--- src/rtl/clkg_pkg.sv ---
package clkg_pkg;

  typedef struct packed {
    logic t;
    logic c;
    logic t_drv;
    logic c_drv;
  } dif_pins_t;

endpackage

--- src/rtl/clkg_pd_qual.sv ---
module clkg_pd_qual #(
  parameter int QUAL_SAMPLES = 2
) (
  input  logic clk,
  input  logic rst,
  input  logic ref_src,
  input  logic pd_raw,
  output logic pd_act
);
  localparam int CW = $clog2(QUAL_SAMPLES + 1);
  localparam logic [CW-1:0] QMAX = CW'(QUAL_SAMPLES);

  logic          ref_prev;
  logic [CW-1:0] hits;
  logic          ref_fall;

  assign ref_fall = ref_prev & ~ref_src;

  always_ff @(posedge clk) begin
    if (rst) begin
      ref_prev <= 1'b0;
      hits     <= '0;
      pd_act   <= 1'b0;
    end else begin
      ref_prev <= ref_src;
      if (ref_fall) begin
        if (!pd_raw)
          hits <= '0;
        else if (hits != QMAX)
          hits <= hits + 1'b1;
        pd_act <= pd_raw && (hits >= QMAX - 1'b1);
      end
    end
  end

  // activation only at a reference edge that sampled the request high
  p_pd_qualified_r1: assert property (@(posedge clk) disable iff (rst)
    $rose(pd_act) |-> $past(pd_raw) && $past(ref_fall));

  // release only at a reference edge that sampled the request low
  p_pd_release_r1: assert property (@(posedge clk) disable iff (rst)
    $fell(pd_act) |-> !$past(pd_raw) && $past(ref_fall));

endmodule

--- src/rtl/clkg_se_lane.sv ---
module clkg_se_lane (
  input  logic clk,
  input  logic rst,
  input  logic src,
  input  logic halt,
  input  logic oe,
  output logic out,
  output logic drv
);
  logic run_q;
  logic prev_q;
  logic park_now;
  logic wake_now;

  assign park_now = run_q & halt & prev_q & ~src;
  assign wake_now = ~run_q & ~halt & ~src;

  always_ff @(posedge clk) begin
    if (rst) begin
      run_q  <= 1'b0;
      prev_q <= 1'b0;
      out    <= 1'b0;
      drv    <= 1'b0;
    end else begin
      prev_q <= src;
      if (park_now)
        run_q <= 1'b0;
      else if (wake_now)
        run_q <= 1'b1;
      out <= run_q & src;
      drv <= oe;
    end
  end

  // disabled lane is undriven on the next cycle
  p_se_oe_r8: assert property (@(posedge clk) disable iff (rst)
    !$past(oe) |-> !drv);

  // output only falls following a low source sample
  p_se_fall_clean_r2: assert property (@(posedge clk) disable iff (rst)
    $fell(out) |-> !$past(src));

  // output only rises on a source rising edge (full high phase)
  p_se_full_high_r9: assert property (@(posedge clk) disable iff (rst)
    $rose(out) |-> $past(src) && !$past(src, 2));

endmodule

--- src/rtl/clkg_dif_lane.sv ---
module clkg_dif_lane
  import clkg_pkg::*;
(
  input  logic      clk,
  input  logic      rst,
  input  logic      src,
  input  logic      halt,
  input  logic      oe,
  input  logic      park_hiz,
  output dif_pins_t pins
);
  logic run_q;
  logic prev_q;
  logic park_now;
  logic wake_now;
  logic run_d;

  assign park_now = run_q & halt & ~prev_q & src;
  assign wake_now = ~run_q & ~halt & src;
  assign run_d    = park_now ? 1'b0 : (wake_now ? 1'b1 : run_q);

  always_ff @(posedge clk) begin
    if (rst) begin
      run_q      <= 1'b0;
      prev_q     <= 1'b0;
      pins.t     <= 1'b1;
      pins.c     <= 1'b0;
      pins.t_drv <= 1'b0;
      pins.c_drv <= 1'b0;
    end else begin
      prev_q     <= src;
      run_q      <= run_d;
      pins.t     <= src | ~run_d;
      pins.c     <= ~src & run_d;
      pins.t_drv <= oe & (run_d | ~park_hiz);
      pins.c_drv <= oe & run_d;
    end
  end

  // disabled lane has both legs undriven on the next cycle
  p_dif_oe_r8: assert property (@(posedge clk) disable iff (rst)
    !$past(oe) |-> !pins.t_drv && !pins.c_drv);

  // a lone driven true leg is parked high
  p_dif_park_high_r4: assert property (@(posedge clk) disable iff (rst)
    pins.t_drv && !pins.c_drv |-> pins.t);

  // true leg only falls after a low source sample
  p_dif_fall_clean_r3: assert property (@(posedge clk) disable iff (rst)
    $fell(pins.t) |-> !$past(src));

  // true leg only rises after a high source sample
  p_dif_rise_clean_r9: assert property (@(posedge clk) disable iff (rst)
    $rose(pins.t) |-> $past(src));

endmodule

--- src/rtl/clkout_gate.sv ---
module clkout_gate #(
  parameter int N_SE        = 11,
  parameter int N_DIF       = 10,
  parameter int PD_REF_LANE = 0,
  parameter int PD_QUAL     = 2
) (
  input  logic             clk,
  input  logic             rst,
  input  logic             pd_req,
  input  logic             sw_run,
  input  logic [N_SE-1:0]  se_src,
  input  logic [N_SE-1:0]  se_oe,
  input  logic [N_SE-1:0]  se_stoppable,
  input  logic [N_DIF-1:0] dif_src,
  input  logic [N_DIF-1:0] dif_oe,
  input  logic [N_DIF-1:0] dif_stoppable,
  input  logic [N_DIF-1:0] dif_pd_hiz,
  input  logic             dif_stop_hiz,
  output logic [N_SE-1:0]  se_out,
  output logic [N_SE-1:0]  se_drv,
  output logic [N_DIF-1:0] dif_t,
  output logic [N_DIF-1:0] dif_c,
  output logic [N_DIF-1:0] dif_t_drv,
  output logic [N_DIF-1:0] dif_c_drv
);
  logic pd_act;

  clkg_pd_qual #(.QUAL_SAMPLES(PD_QUAL)) u_pd_qual (
    .clk    (clk),
    .rst    (rst),
    .ref_src(dif_src[PD_REF_LANE]),
    .pd_raw (pd_req),
    .pd_act (pd_act)
  );

  for (genvar i = 0; i < N_SE; i++) begin : g_se
    logic lane_halt;
    assign lane_halt = pd_act | (se_stoppable[i] & ~sw_run);

    clkg_se_lane u_lane (
      .clk (clk),
      .rst (rst),
      .src (se_src[i]),
      .halt(lane_halt),
      .oe  (se_oe[i]),
      .out (se_out[i]),
      .drv (se_drv[i])
    );
  end

  for (genvar i = 0; i < N_DIF; i++) begin : g_dif
    logic                lane_halt;
    logic                lane_hiz;
    clkg_pkg::dif_pins_t lane_pins;

    assign lane_halt = pd_act | (dif_stoppable[i] & ~sw_run);
    assign lane_hiz  = pd_act ? dif_pd_hiz[i] : dif_stop_hiz;

    clkg_dif_lane u_lane (
      .clk     (clk),
      .rst     (rst),
      .src     (dif_src[i]),
      .halt    (lane_halt),
      .oe      (dif_oe[i]),
      .park_hiz(lane_hiz),
      .pins    (lane_pins)
    );

    assign dif_t[i]     = lane_pins.t;
    assign dif_c[i]     = lane_pins.c;
    assign dif_t_drv[i] = lane_pins.t_drv;
    assign dif_c_drv[i] = lane_pins.c_drv;
  end

endmodule

--- config.mk ---
export PLATFORM = sky130hd
export DESIGN_NAME = clkout_gate
export DESIGN_NICKNAME = d
export VERILOG_FILES = /design/src/rtl/clkg_pkg.sv /design/src/rtl/clkg_pd_qual.sv /design/src/rtl/clkg_se_lane.sv /design/src/rtl/clkg_dif_lane.sv /design/src/rtl/clkout_gate.sv
export SDC_FILE = /design/constraint.sdc
export NUM_CORES = 1
export LEC_CHECK = 0
export BUFFER_PORTS_ARGS = -buffer_cell sky130_fd_sc_hd__buf_2
export CORE_MARGIN = 2
export CORE_UTILIZATION = 45
export CTS_BUF_LIST = sky130_fd_sc_hd__clkbuf_8
export DETAILED_ROUTE_END_ITERATION = 8
export PLACE_DENSITY_LB_ADDON = 0.08
export SYNTH_ARGS = -nofsm -noshare
export SYNTH_HDL_FRONTEND = slang
export SYNTH_HIERARCHICAL = 1
export SYNTH_SLANG_ARGS = --single-unit
--- constraint.sdc ---
create_clock -name clk -period 1.3 [get_ports clk]
set_clock_uncertainty 0.2 [all_clocks]
set_input_delay 0.065 -clock clk [delete_from_list [all_inputs] [get_ports clk]]
set_output_delay 0.065 -clock clk [all_outputs]
set_load 0.1 [all_outputs]
Word level (Yosys, flattened, before mapping)

Cells that the tools add are included.
W data, S select, Z words.

Bitwise logic cells: 303
Magnitude comparators: 1
Add/subtract/negate cells: 1
Equality and inequality tests: 2
Reductions and logical operators: 13
Mux-type cells: 32

Operators by type and width:

| kind                  | number |
|---|---|
| $and A1 B1 Y1         | 168 |
| $not A1 Y1            | 94 |
| $or A1 B1 Y1          | 41 |
| $mux W1               | 30 |
| $reduce_or A2 Y1      | 11 |
| $mux W2               | 2 |
| $add A2 B1 Y2 const B | 1 |
| $ge A2 B1 Y1 const B  | 1 |
| $ne A2 B1 Y1 const B  | 1 |
| $ne A2 B2 Y1 const B  | 1 |
| $reduce_and A2 Y1     | 1 |
| $logic_and A1 B1 Y1   | 1 |

Input port bits: 78
Register bits after elaboration: 107
Logic and storage cells: 458
Output and inout bits: 62

Logic depth before layout (Yosys ltp)

Gate-level depths: netlist of the first run.

Depth in word-level cells: 10
Gate-level depth with buffers: 6
Mapped depth without buffers: 5

By module

Netlist of the first run, hierarchy kept.

By module, submodules not included:

| module        | instances | area an instance (um2) | seq. area each (um2) | cells an instance |
|---|---|---|---|---|
| clkg_dif_lane | 10        | 183.9                  | 120.1                | 16 |
| clkg_se_lane  | 11        | 127.6                  | 80.1                 | 10 |
| clkout_gate   | 1         | 275.3                  | 0.0                  | 49 |
| clkg_pd_qual  | 1         | 196.4                  | 80.1                 | 21 |

Least setup slack after synthesis of the first run

No wires, ideal clock.

Path type: reg-to-reg
From: reg u_pd_qual.hits[0]
To: reg u_pd_qual.pd_act
Path slack: 0.021 ns
Setup time: 0.070 ns
Arrival time: 1.009 ns
Path buffers: 0
Cell stages (with the launch flop): 5
Period minus slack after synthesis: 1.279 ns
Data required time: 1.030 ns
Path through: dfxtp_1 -> inv_1 -> ha_1 -> or3b_1 -> a21oi_1

Longest elaborated chain between the ends: 2

Ends and longest elaborated chain:

| what                     | line               | RTL |
|---|---|---|
| start: declaration       | clkg_pd_qual.sv:14 | `logic [CW-1:0] hits;` |
| start signal: assignment | clkg_pd_qual.sv:30 | `hits <= hits + 1'b1;` |
| $ge A2 B1 Y1             | clkg_pd_qual.sv:31 | `pd_act <= pd_raw && (hits >= QMAX - 1'b1);` |
| $logic_and A1 B1 Y1      | clkg_pd_qual.sv:31 |  |
| end signal: assignment   | clkg_pd_qual.sv:31 |  |
| end: declaration         | clkg_pd_qual.sv:8  | `output logic pd_act` |

No other way between the ends.
A chain may end at the register's enable or synchronous reset.

Final worst setup path of the first run

From: reg u_pd_qual.hits[1]
To: reg u_pd_qual.pd_act

The elaborated chain is that of the path after synthesis.

==> qor_table.md, run 1 <==
| Step | Result | Value |
|:---|:---|:---|
| job | Count of maximum capacitance violations | 0 |
| sta | Final hold slack | -189 ps |
| clock network | Register clock-pin slew on the reported worst setup and hold paths | 100 ps |
| detailed routing | Via-to-Cell Ratio | 4.59 |
| logic synthesis | Synth Warn # | 6 |
| logic synthesis | Number of distinct library cells after synthesis | 21 |
| placed design | Worst slack, placed | -44.0 ps |
| logic synthesis | Flip-flop and latch count after synthesis | 108 |
| sta | Setup TNS after final layout | -9.72 ps |
| outcome | Violated checks | negative hold slack, negative setup slack |
| pwr | Power density cells | 1160 nW/um^2 |
| cells and area | Fraction of final layout cells sized beyond drive strength 1 | 37.7% |
| logic synthesis | Sequential cell area fraction in the yosys report | 58.2% |
| floorplan | Number of I/O pins | 140 |
| grt | Vias in the first global route | 3,090 |
| critical path | Arrival time worst endpoint | 1400 ps |
| critical path | Critical path capture point type | flop |
| cells and area | Count of filler cells inserted in the layout | 595 |
| detailed routing | First-pass iteration count of the detailed router | 4 |
| pwr | Leakage power of the design | 2.75 nW |
| sta | Time the final worst path needs with I/O delays and setup | 1310 ps |
| detailed routing | DR iter-0 viols | 76 |
| clock network | Root buffer cell | clkbuf_8 |
| sta | Hold violation total from the final report | 18 |
| detailed routing | Post-DRT Antenna Nets | 0 |
| placed design | Half-perimeter wire length of the detailed placement result | 5.42 mm |
| logic synthesis | Average cell area after synthesis | 10.9 um^2 |
| clock network | Clock latency of the later-clocked register in the worst-skew pair | 360 ps |
| detailed routing | Drt drc | 0 |
| sta | Headroom to the max-slew limit | 79.6% |
| critical path | Critical path required time | 1390 ps |
| placed design | Quantity of I/O buffers inserted on ports | 139 |
| critical path | Critical Path Source Type | flop |
| cells and area | Diodes inserted | 0 |
| placed design | GP Congestion | 0.727 |
| detailed routing | Total wirelength of the detailed-routed design | 8.84 mm |
| sta | Maximum clock rate | 764 MHz |
| logic synthesis | Main combinational cell family by area after synthesis | simple AND/OR/NAND/NOR gates |
| floorplan | Initial core utilization | 45.9% |
| critical path | Maximum fanout encountered on the critical timing path | 3 |
| logic synthesis | Adder and majority gate portion of the synthesized area | 0.674% |
| grt | Total global routing overflow | 0 |
| grt | Maximum number of pins on one net before global-route repair | 26 |
| cells and area | Nets | 656 |
| sta | Measured slew at the worst slew-check pin | 305 ps |
| sta | Setup repair after global routing missed its margin | yes |
| floorplan | Vertical die dimension | 94.9 um |
| logic synthesis | Synthesized-area fraction occupied by xor and xnor cells | 0% |
| logic synthesis | Gate Count Post-Synth | 340 |
| critical path | Kind of critical path | reg -> reg |
| cells and area | Area growth from synthesis to layout | 61.9% |
| logic synthesis | Post-synthesis simple-gate area fraction | 26.7% |
| pwr | Peak supply drop | 0.739 mV |
| logic synthesis | Area fraction in compound gates after synthesis | 12.2% |
| floorplan | Width of the chip | 94.9 um |
| clock network | Sinks on Clock Net | 108 |
| clock network | Depth of the CTS H-tree | 3 |
| grt | First-pass GRT wire length | 13.9 mm |
| logic synthesis | Mapped Area | 3710 um^2 |
| hold path | Hold Crit Class | in -> reg |
| clock network | Clock buffers created by TritonCTS | 9 |
| floorplan | Die footprint | 9000 um^2 |
| sta | Final Max Tran Viols | 0 |
| clock network | Post-CTS Setup Repair Bufs | 0 |
| outcome | Result of the run | finished with violations |
| clock network | Maximum buffer depth of the clock tree | 2 |
| grt | Global-route total usage across every layer | 19.8% |
| clock network | TritonCTS clock tree | done |
| logic synthesis | Post-synth net total | 420 |
| sta | Share of the clock period used by the worst path after layout | 101% |
| floorplan | Row cnt | 33 |
| floorplan | Floorplan core area | 8090 um^2 |
| grt | Number of antenna violations at the first check in global routing | 0 |
| detailed routing | Total via count after detailed routing | 3,149 |
| sta | Final worst-path setup slack | -9.72 ps |
| sta | Number of setup violations in the final report | 1 |
| detailed routing | Wire per inst | 12.9 um |
| logic synthesis | Multiplexer share of the synthesized area | 0% |
## layout by cell type, fill, tap and decap left out, types with 11 or more instances in the layout
master / n
nor2_1: 20
a21o_1: 21
buf_12: 20
dfxtp_1: 105
nand2_1: 22
dlygate4sd3_1: 79
inv_1: 11
o32ai_1: 11
and2_1: 12
nand2b_1: 32
a21oi_2: 21
buf_4: 56
buf_2: 76
nor2b_1: 33
nor2b_4: 11
## cells by family after synthesis
group	Yosys count
DFF	108
buffers and inverters	19
and+or+nand+nor	154
AOI/OAI and AO/OA	57
adders and majority gates	2
## cell usage after synthesis
cell type	instances	area, um^2
dfxtp_1	108	2160
nor2b_1	33	206
nand2b_1	32	200
nand2_1	23	86.3
a21o_1	21	158
a21oi_2	20	175
nor2_1	20	75.1
inv_1	13	48.8
and2_1	12	75.1
nor2b_4	11	151
o32ai_1	11	96.3
nor2b_2	10	87.6
nor3b_1	10	75.1
buf_2	5	25.0
a21oi_1	3	15.0
ha_1	2	25.0
o21ai_0	2	10.0
and4bb_1	1	12.5
buf_4	1	7.51
nand2b_4	1	13.8
or3b_1	1	8.76
## registers in the layout, summed over array words and instances (netlist names)
register	count
u_pd_qual/hits	2
g_se.u_lane/drv	11
g_dif.u_lane/pins	40
g_dif.u_lane/run_q	10
g_dif.u_lane/prev_q	10
g_se.u_lane/prev_q	11
g_se.u_lane/out	11
u_pd_qual/pd_act	1
g_se.u_lane/run_q	11
u_pd_qual/ref_prev	1
## where the power goes
group | total (mW) | switching (mW) | internal, mW
Combinational | 1.55 | 0.937 | 0.611
Clock | 1.89 | 1.12 | 0.768
Sequential | 3.55 | 0.0720 | 3.48
## worst paths after layout
| kind | cells after the start | slack, ps | to | start |
|---|---|---|---|---|
| min | 2 | -190 | g_se[8].u_lane/prev_q | rst |
| min reg2reg | 1 | 260 | g_se[5].u_lane/out | g_se[5].u_lane/run_q |
| max reg2reg | 4 | -10 | u_pd_qual/pd_act | u_pd_qual/hits[1] |
| max | 4 | -10 | u_pd_qual/pd_act | u_pd_qual/hits[1] |
## per-stage QoR
step           util, %  cells  power [mW]  area (um^2)  hold WS (ps)
2_1_floorplan        -    340        4.51         3710         -68.3
3_3_place_gp      60.5    591        4.93         4890          73.0
5_1_grt           74.3    686        7.29         6020          -189
6_report          74.3    686        6.99         6020          -189
4_1_cts           74.1    686        7.05         6000          -202
3_5_place_dp      60.5    591        4.94         4890          77.1
## critical path, cell delays in order, from the launching register on
cell	delay, ps
dfxtp_2	380
inv_2	40
ha_2	150
or3b_1	340
a21oi_1	130
## layout make-up
| type | instances | area, um^2 | area share, % |
|---|---|---|---|
| repair buffers | 231 | 1990 | 33.1 |
| clock buffers | 10 | 138 | 2.29 |
| multi-input cells | 213 | 1490 | 24.8 |
| inverters | 13 | 48.8 | 0.811 |
| clock inverters | 6 | 45.0 | 0.749 |
| flip-flops and latches | 108 | 2170 | 36.0 |
| well taps | 105 | 131 | 2.18 |
## repair_timing
| item | CTS | global route |
|---|---|---|
| gates resized for setup | 54 | 6 |
| endpoints found under the hold margin | 108 | 14 |
| pin swaps | 5 | 6 |
| cloned | 0 | 0 |
| setup endpoints to repair | 68 | 9 |
| hold buffers | 79 | 2 |
## metal layers
layer | share of wire, % | track usage [%] | vias to the layer above
li1 | - | - | 1585
met1 | 42 | 22.9 | 1450
met2 | 49 | 35.0 | 99
met3 | 6.4 | 4.79 | 15
met4 | 1.9 | 8.33 | 0
met5 | 0 | 0 | -
(Power assumes the default switching activity.)
==> inputs of run 2 (changes only) <==
Settings changed: ABC_AREA from default to 1, CORE_MARGIN 2 to default, CORE_UTILIZATION 45 to 46, TNS_END_PERCENT from default to 30.
==> qor_table.md, run 2 <==
| Step | Result | Value | vs previous |
|:---|:---|:---|:---|
| pwr | Proportion of power drawn by combinational gates | 22.5% | +0.3 points |
| sta | Final worst-path setup slack | -5.67 ps | +4.06 ps |
| grt | Vias in the first global route | 3,755 | +22% |
| sta | Maximum clock rate | 766 MHz | +0.31% |
| floorplan | Number of I/O pins | 140 | unchanged |
| clock network | Maximum buffer depth of the clock tree | 2 | unchanged |
| sta | Final hold slack | -70.6 ps | +118 ps |
| placed design | Placed cell area | 4820 um^2 | -1.5% |
| critical path | Critical path required time | 1350 ps | -40 ps |
| floorplan | Die footprint | 8580 um^2 | -4.6% |
| sta | Hold violation total from the final report | 18 | unchanged |
| placed design | GP Congestion | 0.760 | +4.5% |
| cells and area | Nets | 818 | +25% |
| floorplan | Vertical die dimension | 92.6 um | -2.3% |
| critical path | Arrival time worst endpoint | 1360 ps | -40 ps |
| floorplan | Initial core utilization | 48.2% | +2.2 points |
| clock network | Root buffer cell | clkbuf_8 |  |
| outcome | Violated checks | negative hold slack, negative setup slack |  |
| pwr | Peak supply drop | 0.723 mV | -2.1% |
| grt | Global-route total usage across every layer | 23.7% | +3.9 points |
| placed design | Cell count after placement | 746 | +26% |
| detailed routing | Total via count after detailed routing | 3,778 | +20% |
| cells and area | Register with the most flip-flops | g_dif.u_lane/pins |  |
| sta | Time the final worst path needs with I/O delays and setup | 1310 ps | -4.06 ps |
| detailed routing | First-pass iteration count of the detailed router | 4 | unchanged |
| clock network | Sinks on Clock Net | 108 | unchanged |
| critical path | Maximum fanout encountered on the critical timing path | 1 | -2 |
| critical path | Critical R2R Launch | u_pd_qual/hits[1] |  |
| cells and area | Post-Layout Inst Area | 6010 um^2 | -0.10% |
| critical path | Worst R2R End | u_pd_qual/hits[1] |  |
| cells and area | Area growth from synthesis to layout | 59.0% |  |
| detailed routing | DR iter-0 viols | 116 | +53% |
| logic synthesis | Area fraction of the dominant cell type after synthesis | 57.2% | -0.98 points |
| pwr | Switching share of power | 29.9% | -0.52 points |
| sta | Setup repair after global routing missed its margin | yes |  |
| logic synthesis | Mapped Area | 3780 um^2 | +1.7% |
| hold path | Hold Crit Class | in -> reg |  |
| pwr | Internal power | 5.19 mW | +6.8% |
| hold path | Launch instance of the worst min-delay path | rst |  |
| logic synthesis | Most used DFF post-synth | dfxtp_1 |  |
| critical path | Worst reg-to-reg setup slack | 10 ps | +20 ps |
| grt | Number of antenna violations at the first check in global routing | 0 | unchanged |
| job | Count of maximum capacitance violations | 0 | unchanged |
| clock network | Register clock-pin slew on the reported worst setup and hold paths | 100 ps | about the same |
| grt | Total global routing overflow | 0 | unchanged |
| logic synthesis | Most instantiated library cell after synthesis | nand2_1 |  |
| cells and area | Diodes inserted | 0 | unchanged |
| outcome | Result of the run | finished with violations |  |
| clock network | Depth of the CTS H-tree | 3 | unchanged |
| logic synthesis | Biggest area contributors in the synthesized netlist | dfxtp_1 57%, nand2_1 17%, inv_1 9.7% |  |
| pwr | Net Switching | 2.22 mW | +4.2% |
| hold path | Number of stages on the worst hold path | 3 | +1 |
| pwr | Clock network fraction of total power | 29.4% | +2.4 points |
| sta | Share of the clock period used by the worst path after layout | 100% | -0.31 points |
| cells and area | Most frequent cells in the layout | 170 x nand2_1, 105 x dfxtp_1, 98 x inv_1 |  |
| critical path | Number of cells traversed by the worst register-to-register path | 6 | +2 |
| cells and area | Cell Count, Final, Fillers Out | 843 | +23% |
| floorplan | Row cnt | 32 | -3.0% |
| logic synthesis | Ranking of synthesized cells by instance count | 171 x nand2_1, 108 x dfxtp_1, 98 x inv_1, 68 x nor2_1, 23 x a21oi_1 |  |
| sta | Final Max Tran Viols | 0 | unchanged |
| clock network | TritonCTS clock tree | done |  |
| logic synthesis | Average cell area after synthesis | 7.51 um^2 | -31% |
| floorplan | Width of the chip | 92.6 um | -2.3% |
| detailed routing | Via-to-Cell Ratio | 4.48 | -2.4% |
| logic synthesis | Sequential cell area fraction in the yosys report | 57.2% | -0.98 points |
| floorplan | Floorplan core area | 7850 um^2 | -3.0% |
| cells and area | Fraction of final layout cells sized beyond drive strength 1 | 22.9% | -15 points |
| hold path | Hold Path Sink | g_se[7].u_lane/drv |  |
| detailed routing | Drt drc | 0 | unchanged |
| logic synthesis | Number of distinct library cells after synthesis | 14 | -33% |
| logic synthesis | Gate Count Post-Synth | 503 | +48% |
| grt | Maximum number of pins on one net before global-route repair | 58 | +120% |
| clock network | Clock buffers created by TritonCTS | 9 | unchanged |
| sta | Measured slew at the worst slew-check pin | 289 ps | -16.5 ps |
| logic synthesis | Post-synth net total | 583 | +39% |
| cells and area | Max FFs per register | 40 | unchanged |
| detailed routing | Post-DRT Antenna Nets | 0 | unchanged |
| pwr | Sequential share of power | 48.2% | -2.6 points |
| clock network | Post-CTS Hold Buffers | 87 | +10% |
| clock network | Clock latency of the later-clocked register in the worst-skew pair | 350 ps | about the same |
| pwr | Leakage power of the design | 3.38 nW | +23% |
| logic synthesis | FFs w/ async S/R, synth | 0% | unchanged |
| placed design | Half-perimeter wire length of the detailed placement result | 5.89 mm | +8.5% |
| detailed routing | Total wirelength of the detailed-routed design | 9.79 mm | +11% |
| placed design | Quantity of I/O buffers inserted on ports | 139 | unchanged |
| sta | Headroom to the max-slew limit | 80.9% | +1.3 points |
| logic synthesis | Synth Warn # | 6 | unchanged |
| critical path | Critical Path Source Type | input pin |  |
| critical path | Critical path capture point type | flop |  |
| logic synthesis | Number of flops mapped to enable cells by yosys | 0 | unchanged |
| pwr | Power density cells | 1230 nW/um^2 | +6.1% |
| cells and area | Most common cell after layout, fill and taps aside | nand2_1 |  |
| logic synthesis | Flip-flop and latch count after synthesis | 108 | unchanged |
| detailed routing | Wire per inst | 11.6 um | -9.9% |
| logic synthesis | Most area-hungry cell type in the Yosys netlist | dfxtp_1 |  |
| grt | First-pass GRT wire length | 15.9 mm | +14% |
| critical path | Kind of critical path | in -> reg |  |
| sta | Number of setup violations in the final report | 1 | unchanged |
run 2: repair_timing:
item	4_1_cts	5_1_grt
resized for setup	50	11
buffers inserted	0	1
pin swaps	0	3
endpoints found under the hold margin	108	14
endpoints found under the setup margin	50	20
run 2: through the flow:
stage / total power, mW / setup WS (ps) / TNS (ps) / util (%)
floorplan: 4.62 / 126 / 0 / -
global placement: 5.01 / 115 / 0 / 61.4
detailed placement: 5.04 / 72.7 / 0 / 61.4
CTS: 7.47 / 11.1 / 0 / 76.8
global route: 7.73 / -17.2 / -29.4 / 76.6
finish: 7.41 / -5.67 / -5.67 / 76.6
run 2: how the worst max path moves through the flow:
| stage | from | end | slack [ps] | depth (start not counted) |
|---|---|---|---|---|
| 2_1_floorplan | g_dif[0].u_lane/pins[2] | dif_c[0] | 130 | 0 |
| 3_3_place_gp | u_pd_qual/pd_act | g_dif[1].u_lane/pins[1] | 110 | 8 |
| 3_5_place_dp | u_pd_qual/hits[0] | u_pd_qual/hits[1] | 70 | 6 |
| 4_1_cts | se_src[6] | g_se[6].u_lane/out | 10 | 5 |
| 5_1_grt | u_pd_qual/hits[0] | u_pd_qual/hits[1] | -20 | 6 |
| 6_report | se_oe[4] | g_se[4].u_lane/drv | -6 | 5 |
run 2: cells by family (layout without fill, tap and decap cells):
family | Yosys count | after routing | synth area share, %
AOI/OAI and AO/OA | 24 | 24 | 3.18
adders and majority gates | 2 | 2 | 0.662
DFF | 108 | 108 | 57.2
and+or+nand+nor | 264 | 264 | 27.6
buffers and inverters | 105 | 343 | 11.3
run 2: cell type report:
| cell class | count | area, um^2 |
|---|---|---|
| Sequential cell | 108 | 2170 |
| Timing Repair Buffer | 229 | 1930 |
| Fill cell | 562 | 1840 |
| Multi-Input combinational cell | 290 | 1190 |
| Inverter | 100 | 375 |
| Clock buffer | 10 | 138 |
| Tap cell | 102 | 128 |
| Clock inverter | 4 | 73.8 |
run 2: power groups by stage:
| stage | Sequential [mW] | Clock, mW | Combinational [mW] |
|---|---|---|---|
| CTS | 3.56 | 2.26 | 1.65 |
| global placement | 3.63 | 0 | 1.39 |
| floorplan | 4.28 | 0 | 0.341 |
| finish | 3.57 | 2.18 | 1.66 |
| detailed placement | 3.64 | 0 | 1.40 |
| global route | 3.59 | 2.36 | 1.78 |
run 2: metal layers:
layer / track usage (%) / part of all wire, % / wire length [um]
met5: 0 / 0 / 0
met4: 10.4 / 3.5 / 340
met3: 5.25 / 5.2 / 506
met2: 44.5 / 52 / 5040
met1: 25.2 / 40 / 3900
run 2: critical path, stage by stage:
cell and delay [ps]:
dlygate4sd3_1 530, buf_2 120, inv_1 50, nor2_1 40, dlygate4sd3_1 550
